===== src/rtl/hwloop_pkg.sv =====
package hwloop_pkg;

  typedef enum logic [1:0] {
    SEL_TOP    = 2'd0,
    SEL_BOTTOM = 2'd1,
    SEL_COUNT  = 2'd2,
    SEL_NONE   = 2'd3
  } regSel_e;

  typedef struct packed {
    logic loadTop;
    logic loadBottom;
    logic loadCount;
    logic takeBranch;
    logic loopBack;
    logic decCount;
    logic clearCount;
  } seqStrobes_t;

endpackage


===== src/rtl/hwloop_ctrl.sv =====
module hwloop_ctrl
  import hwloop_pkg::*;
(
  input  logic        wrEn,
  input  logic [1:0]  wrSel,
  input  logic        retireValid,
  input  logic        branchTaken,
  input  logic        atBottom,
  input  logic        countGtOne,
  output seqStrobes_t strobes
);

  logic    bottomRetire;
  regSel_e selDecoded;

  always_comb begin
    selDecoded   = regSel_e'(wrSel);
    bottomRetire = retireValid && atBottom && !branchTaken;

    strobes            = '0;
    strobes.loadTop    = wrEn && (selDecoded == SEL_TOP);
    strobes.loadBottom = wrEn && (selDecoded == SEL_BOTTOM);
    strobes.loadCount  = wrEn && (selDecoded == SEL_COUNT);
    strobes.takeBranch = retireValid && branchTaken;
    strobes.loopBack   = bottomRetire && countGtOne;
    // A software write to the count overrides any automatic update.
    strobes.decCount   = bottomRetire && countGtOne && !strobes.loadCount;
    strobes.clearCount = bottomRetire && !countGtOne && !strobes.loadCount;
  end

endmodule


===== src/rtl/hwloop_datapath.sv =====
module hwloop_datapath
  import hwloop_pkg::*;
#(
  parameter int ADDR_W     = 32,
  parameter int CNT_W      = 32,
  parameter int INSN_BYTES = 4
) (
  input  logic              clk,
  input  logic              rst,
  input  seqStrobes_t       strobes,
  input  logic [ADDR_W-1:0] wrData,
  input  logic [ADDR_W-1:0] retireAddr,
  input  logic [ADDR_W-1:0] branchTarget,
  output logic              atBottom,
  output logic              countGtOne,
  output logic [ADDR_W-1:0] nextFetch,
  output logic [CNT_W-1:0]  loopCount,
  output logic [ADDR_W-1:0] topAddr,
  output logic [ADDR_W-1:0] bottomAddr
);

  localparam logic [ADDR_W-1:0] STEP = ADDR_W'(INSN_BYTES);
  localparam logic [CNT_W-1:0]  ONE  = CNT_W'(1);

  logic [ADDR_W-1:0] topQ, bottomQ, seqAddr;
  logic [CNT_W-1:0]  countQ, countD;

  always_ff @(posedge clk) begin
    if (rst) begin
      topQ    <= '0;
      bottomQ <= '0;
    end else begin
      if (strobes.loadTop)    topQ    <= wrData;
      if (strobes.loadBottom) bottomQ <= wrData;
    end
  end

  always_comb begin
    countD = countQ;
    if (strobes.loadCount)       countD = wrData[CNT_W-1:0];
    else if (strobes.decCount)   countD = countQ - ONE;
    else if (strobes.clearCount) countD = '0;
  end

  always_ff @(posedge clk) begin
    if (rst) countQ <= '0;
    else     countQ <= countD;
  end

  always_comb begin
    seqAddr    = retireAddr + STEP;
    atBottom   = (retireAddr == bottomQ);
    countGtOne = (countQ > ONE);
    if (strobes.takeBranch)    nextFetch = branchTarget;
    else if (strobes.loopBack) nextFetch = topQ;
    else                       nextFetch = seqAddr;
  end

  assign loopCount  = countQ;
  assign topAddr    = topQ;
  assign bottomAddr = bottomQ;

endmodule


===== src/rtl/hwloop_sequencer.sv =====
module hwloop_sequencer
  import hwloop_pkg::*;
#(
  parameter int ADDR_W     = 32,
  parameter int CNT_W      = 32,
  parameter int INSN_BYTES = 4
) (
  input  logic              clk,
  input  logic              rst,
  input  logic              wrEn,
  input  logic [1:0]        wrSel,
  input  logic [ADDR_W-1:0] wrData,
  input  logic              retireValid,
  input  logic [ADDR_W-1:0] retireAddr,
  input  logic              branchTaken,
  input  logic [ADDR_W-1:0] branchTarget,
  output logic [ADDR_W-1:0] nextFetch,
  output logic [CNT_W-1:0]  loopCount
);

  seqStrobes_t       strobes;
  logic              atBottom, countGtOne;
  logic [ADDR_W-1:0] loopTopQ, loopBottomQ;

  hwloop_ctrl u_ctrl (
    .wrEn        (wrEn),
    .wrSel       (wrSel),
    .retireValid (retireValid),
    .branchTaken (branchTaken),
    .atBottom    (atBottom),
    .countGtOne  (countGtOne),
    .strobes     (strobes)
  );

  hwloop_datapath #(
    .ADDR_W     (ADDR_W),
    .CNT_W      (CNT_W),
    .INSN_BYTES (INSN_BYTES)
  ) u_dp (
    .clk          (clk),
    .rst          (rst),
    .strobes      (strobes),
    .wrData       (wrData),
    .retireAddr   (retireAddr),
    .branchTarget (branchTarget),
    .atBottom     (atBottom),
    .countGtOne   (countGtOne),
    .nextFetch    (nextFetch),
    .loopCount    (loopCount),
    .topAddr      (loopTopQ),
    .bottomAddr   (loopBottomQ)
  );

endmodule


===== config.mk =====
export PLATFORM = sky130hd
export DESIGN_NAME = hwloop_sequencer
export DESIGN_NICKNAME = d
export VERILOG_FILES = /design/src/rtl/hwloop_pkg.sv /design/src/rtl/hwloop_ctrl.sv /design/src/rtl/hwloop_datapath.sv /design/src/rtl/hwloop_sequencer.sv
export SDC_FILE = /design/constraint.sdc
export NUM_CORES = 1
export LEC_CHECK = 0
export ABC_AREA = 1
export BUFFER_PORTS_ARGS = -buffer_cell sky130_fd_sc_hd__buf_2
export CAP_MARGIN = 25
export CORE_ASPECT_RATIO = 0.6
export CORE_MARGIN = 10
export CORE_UTILIZATION = 50
export DETAILED_ROUTE_END_ITERATION = 10
export PLACE_DENSITY = 0.81
export REMOVE_ABC_BUFFERS = 1
export SLEW_MARGIN = 20
export SYNTH_ARGS = -nofsm -noshare
export SYNTH_HDL_FRONTEND = slang
export SYNTH_SLANG_ARGS = --single-unit

===== constraint.sdc =====
create_clock -name clk -period 4.9 [get_ports clk]
set_clock_uncertainty 0.1 [all_clocks]
set_input_delay 0.49 -clock clk [delete_from_list [all_inputs] [get_ports clk]]
set_output_delay 0.49 -clock clk [all_outputs]
set_load 0.03 [all_outputs]

==> flow_summary_export.csv <==
group,metric,value,unit
run_status,status,"finished, final reports clean",
synth,ys.flop_type,"dfxtp_1",
global_route,grt_pass1_vias,7692,
sta,tightestPinTransition,0.810,ns
finish,finalNonFillerCells,1551,
setup_path,criticalPathCategory,"flop to primary output",
global_route,grt.overflow.total,0,
power_and_ir_drop,max-vdd-ir-drop,0.176,mV
power_and_ir_drop,totalPowerFinal,2.23,mW
sta,grt_setup_unrepaired,"no",
floorplanning,fp.dieH,113,µm
synth,synth_edf_count,0,
setup_path,crit_path_cell_trace,"inv_1 > ha_1 > nand2_2 > nor2_4 > nand2_2 > nand2_1 > nand3_4 > nand3_2 > nand3_1 > nand3_1 > nand2_1 > buf_2",
drt,vias_per_cell,5.47,
setup_path,cp_slowest_stage_delay,0.70,ns
floorplanning,io-pin-count,167,
global_route,track_usage,26.1,%
run,maxCapViolCount,0,
synth,syn_avg_cell_area,5.87,µm²
placement,portBuffers,166,
clocking,root_buffer,"clkbuf_16",
clocking,cts_buffer_depth,2,
power_and_ir_drop,leakage,4.20,nW
setup_path,rr_worst_depth,11,
power_and_ir_drop,combPwrFrac,26.7,%
floorplanning,core_area,0.0138,mm²
clocking,clock-sinks,96,
setup_path,crit_family,"simple AND/OR/NAND/NOR gates",
power_and_ir_drop,powerDensity,266,mW/mm²
sta,clock.fmax,255,MHz
drt,routed_wl,26800,µm
synth,yosysSeqAreaShare,26.8,%
sta,setup_viol,0,
setup_path,startpoint_type,"flop",
setup_path,cp.required,4.31,ns
synth,synthCells,1221,
global_route,antenna_found_initial,1,
finish,layout.nets,1460,
setup_path,rrSetupSlack,2.11,ns
synth,yosysUniqueCellTypes,36,
clocking,path_clk_slew,0.07,ns
drt,vias,8477,
drt,wire_per_inst,17.3,µm
clocking,cts-hold-fix-buffers,0,
sta,finalHoldViolCount,0,
finish,area_growth,17.0,%
floorplanning,initial_core_util,51.8,%
drt,postRouteAntennaNets,0,
synth,yosysWarnings,0,
setup_path,arrival,3.33,ns
global_route,grt_first_pass_wirelength,42000,µm
power_and_ir_drop,p_sw_share,34.2,%
finish,drive_gt1_share,17.8,%
placement,placed_cells,1535,
power_and_ir_drop,power_frac_seq,37.5,%
synth,synth_top_area_cell,"dfxtp_1",
clocking,cts_setup_buffers,0,
placement,placedInstanceArea,0.00805,mm²
setup_path,worstSetupEndpointType,"primary output",
finish,n_antenna_cell,0,
synth,synth_top_area_share,26.8,%
sta,slew-limit-headroom,46.0,%
power_and_ir_drop,switchingPower,0.762,mW
placement,place.gp.congestion,1.01,
sta,holdWs,0.326,ns
sta,setup_tns,0,ns
clocking,worst_skew_pair.late_latency,0.35,ns
clocking,htreeDepth,3,
floorplanning,fp.dieW,175,µm
clocking,cts_tree,"done",
global_route,grt_max_degree,60,
setup_path,path_max_fanout,34,
drt,drcViolationCount,0,
floorplanning,rows,33,
placement,dp_worst_setup_slack,1.41,ns
clocking,cts-resized-gates,0,
setup_path,cp.buffers_inverters,2,
setup_path,crit_path_top_delay_cell,"nand3_2",
finish,design_area,0.00838,mm²
min_path,hold_depth,3,
synth,synth-seq-cells,96,
sta,post-route-period-util,80.0,%
synth,synth_area,0.00716,mm²
finish,fin_util,60.6,%
synth,async_flop_share,0,%
clocking,numCtsBuffers,9,
power_and_ir_drop,clockPowerShare,35.8,%
synth,synth.area.top_cells,"dfxtp_1, nand2_1, nor2_1",
sta,period_minus_slack,3.92,ns
min_path,hold_class,"input pin to flop",
setup_path,cp_num_cells,12,
drt,firstDrtPassIters,6,
drt,drt_iter0_drc,1033,
sta,setup_slack,0.978,ns
floorplanning,dieArea,0.0197,mm²
placement,hpwlAfterDp,20500,µm
power_and_ir_drop,intPower,1.46,mW
sta,slew_violations,0,
[registers in the layout, summed over array words and instances, names as in the netlist]
signal	cells
u_dp.bottomAddr	32
u_dp.loopCount	32
u_dp.topAddr	32
[routing by layer]
metal / up-vias / track usage (%) / part of all wire [%] / wire [µm]
met2: 501 / 36.2 / 39 / 10400
met4: 0 / 3.94 / 1.1 / 282
met5: - / 0 / 0 / 0
met3: 24 / 7.97 / 14 / 3640
li1: 4161 / - / - / -
met1: 3791 / 39.0 / 47 / 12500
[worst min-delay path: stages]
cell and delay (ns):
buf_2 0.12, nand2_1 0.06, a21oi_1 0.05
[logic make-up after synthesis]
kind of cell,count (synthesis),share of synthesized area (%)
simple gates,851,51.8
buf+inv,153,9.19
flops,96,26.8
compound gates,75,6.37
xor+xnor,43,5.26
fa+ha+maj,3,0.524
[layout by cell type (no fill, tap or decap), drive strengths merged, types with 2 or more instances in the layout]
cell / synthesis / routed
and2: 4 / 4
nand3: 105 / 105
clkinv: 1 / 3
or2: 2 / 2
nor3: 23 / 23
xnor2: 13 / 13
bufinv: 0 / 2
ha: 3 / 3
clkbuf: 31 / 10
nand4: 27 / 27
dfxtp: 96 / 96
inv: 101 / 103
nand3b: 32 / 32
buf: 20 / 173
nor2: 224 / 224
xor2: 30 / 30
a211oi: 28 / 28
a21oi: 36 / 36
nand2: 430 / 430
nor4: 3 / 3
o21ai: 7 / 7
[power by group through the flow]
stage               sequential [mW]  clock, mW  combinational (mW)
floorplan                     0.863          0               0.360
global route                  0.838      0.830               0.654
CTS                           0.834      0.797               0.585
global placement              0.851          0               0.574
detailed placement            0.852          0               0.581
finish                        0.835      0.796               0.595
[synthesized netlist by cell type (all sizes together) (2+ instances only)]
cell type	number
a211oi	28
a21oi	36
and2	4
buf	20
clkbuf	31
dfxtp	96
ha	3
inv	101
nand2	430
nand3	105
nand3b	32
nand4	27
nor2	224
nor3	23
nor4	3
o21ai	7
or2	2
xnor2	13
xor2	30
[worst paths after layout]
check | startpoint | end
max | u_dp.loopCount[0] | nextFetch[19]
min | wrData[13] | u_dp.topAddr[13]
max reg2reg | u_dp.loopCount[0] | u_dp.loopCount[2]
min reg2reg | u_dp.topAddr[28] | u_dp.topAddr[28]
[cell type report]
| cell class | count | area (µm²) |
|---|---|---|
| Multi-Input combinational cell | 972 | 4600 |
| Clock inverter | 6 | 87.6 |
| Inverter | 102 | 388 |
| Tap cell | 192 | 240 |
| Clock buffer | 10 | 239 |
| Fill cell | 1428 | 5450 |
| Timing Repair Buffer | 173 | 903 |
| Sequential cell | 96 | 1920 |
Note: power is estimated with default switching activity, not from simulation.
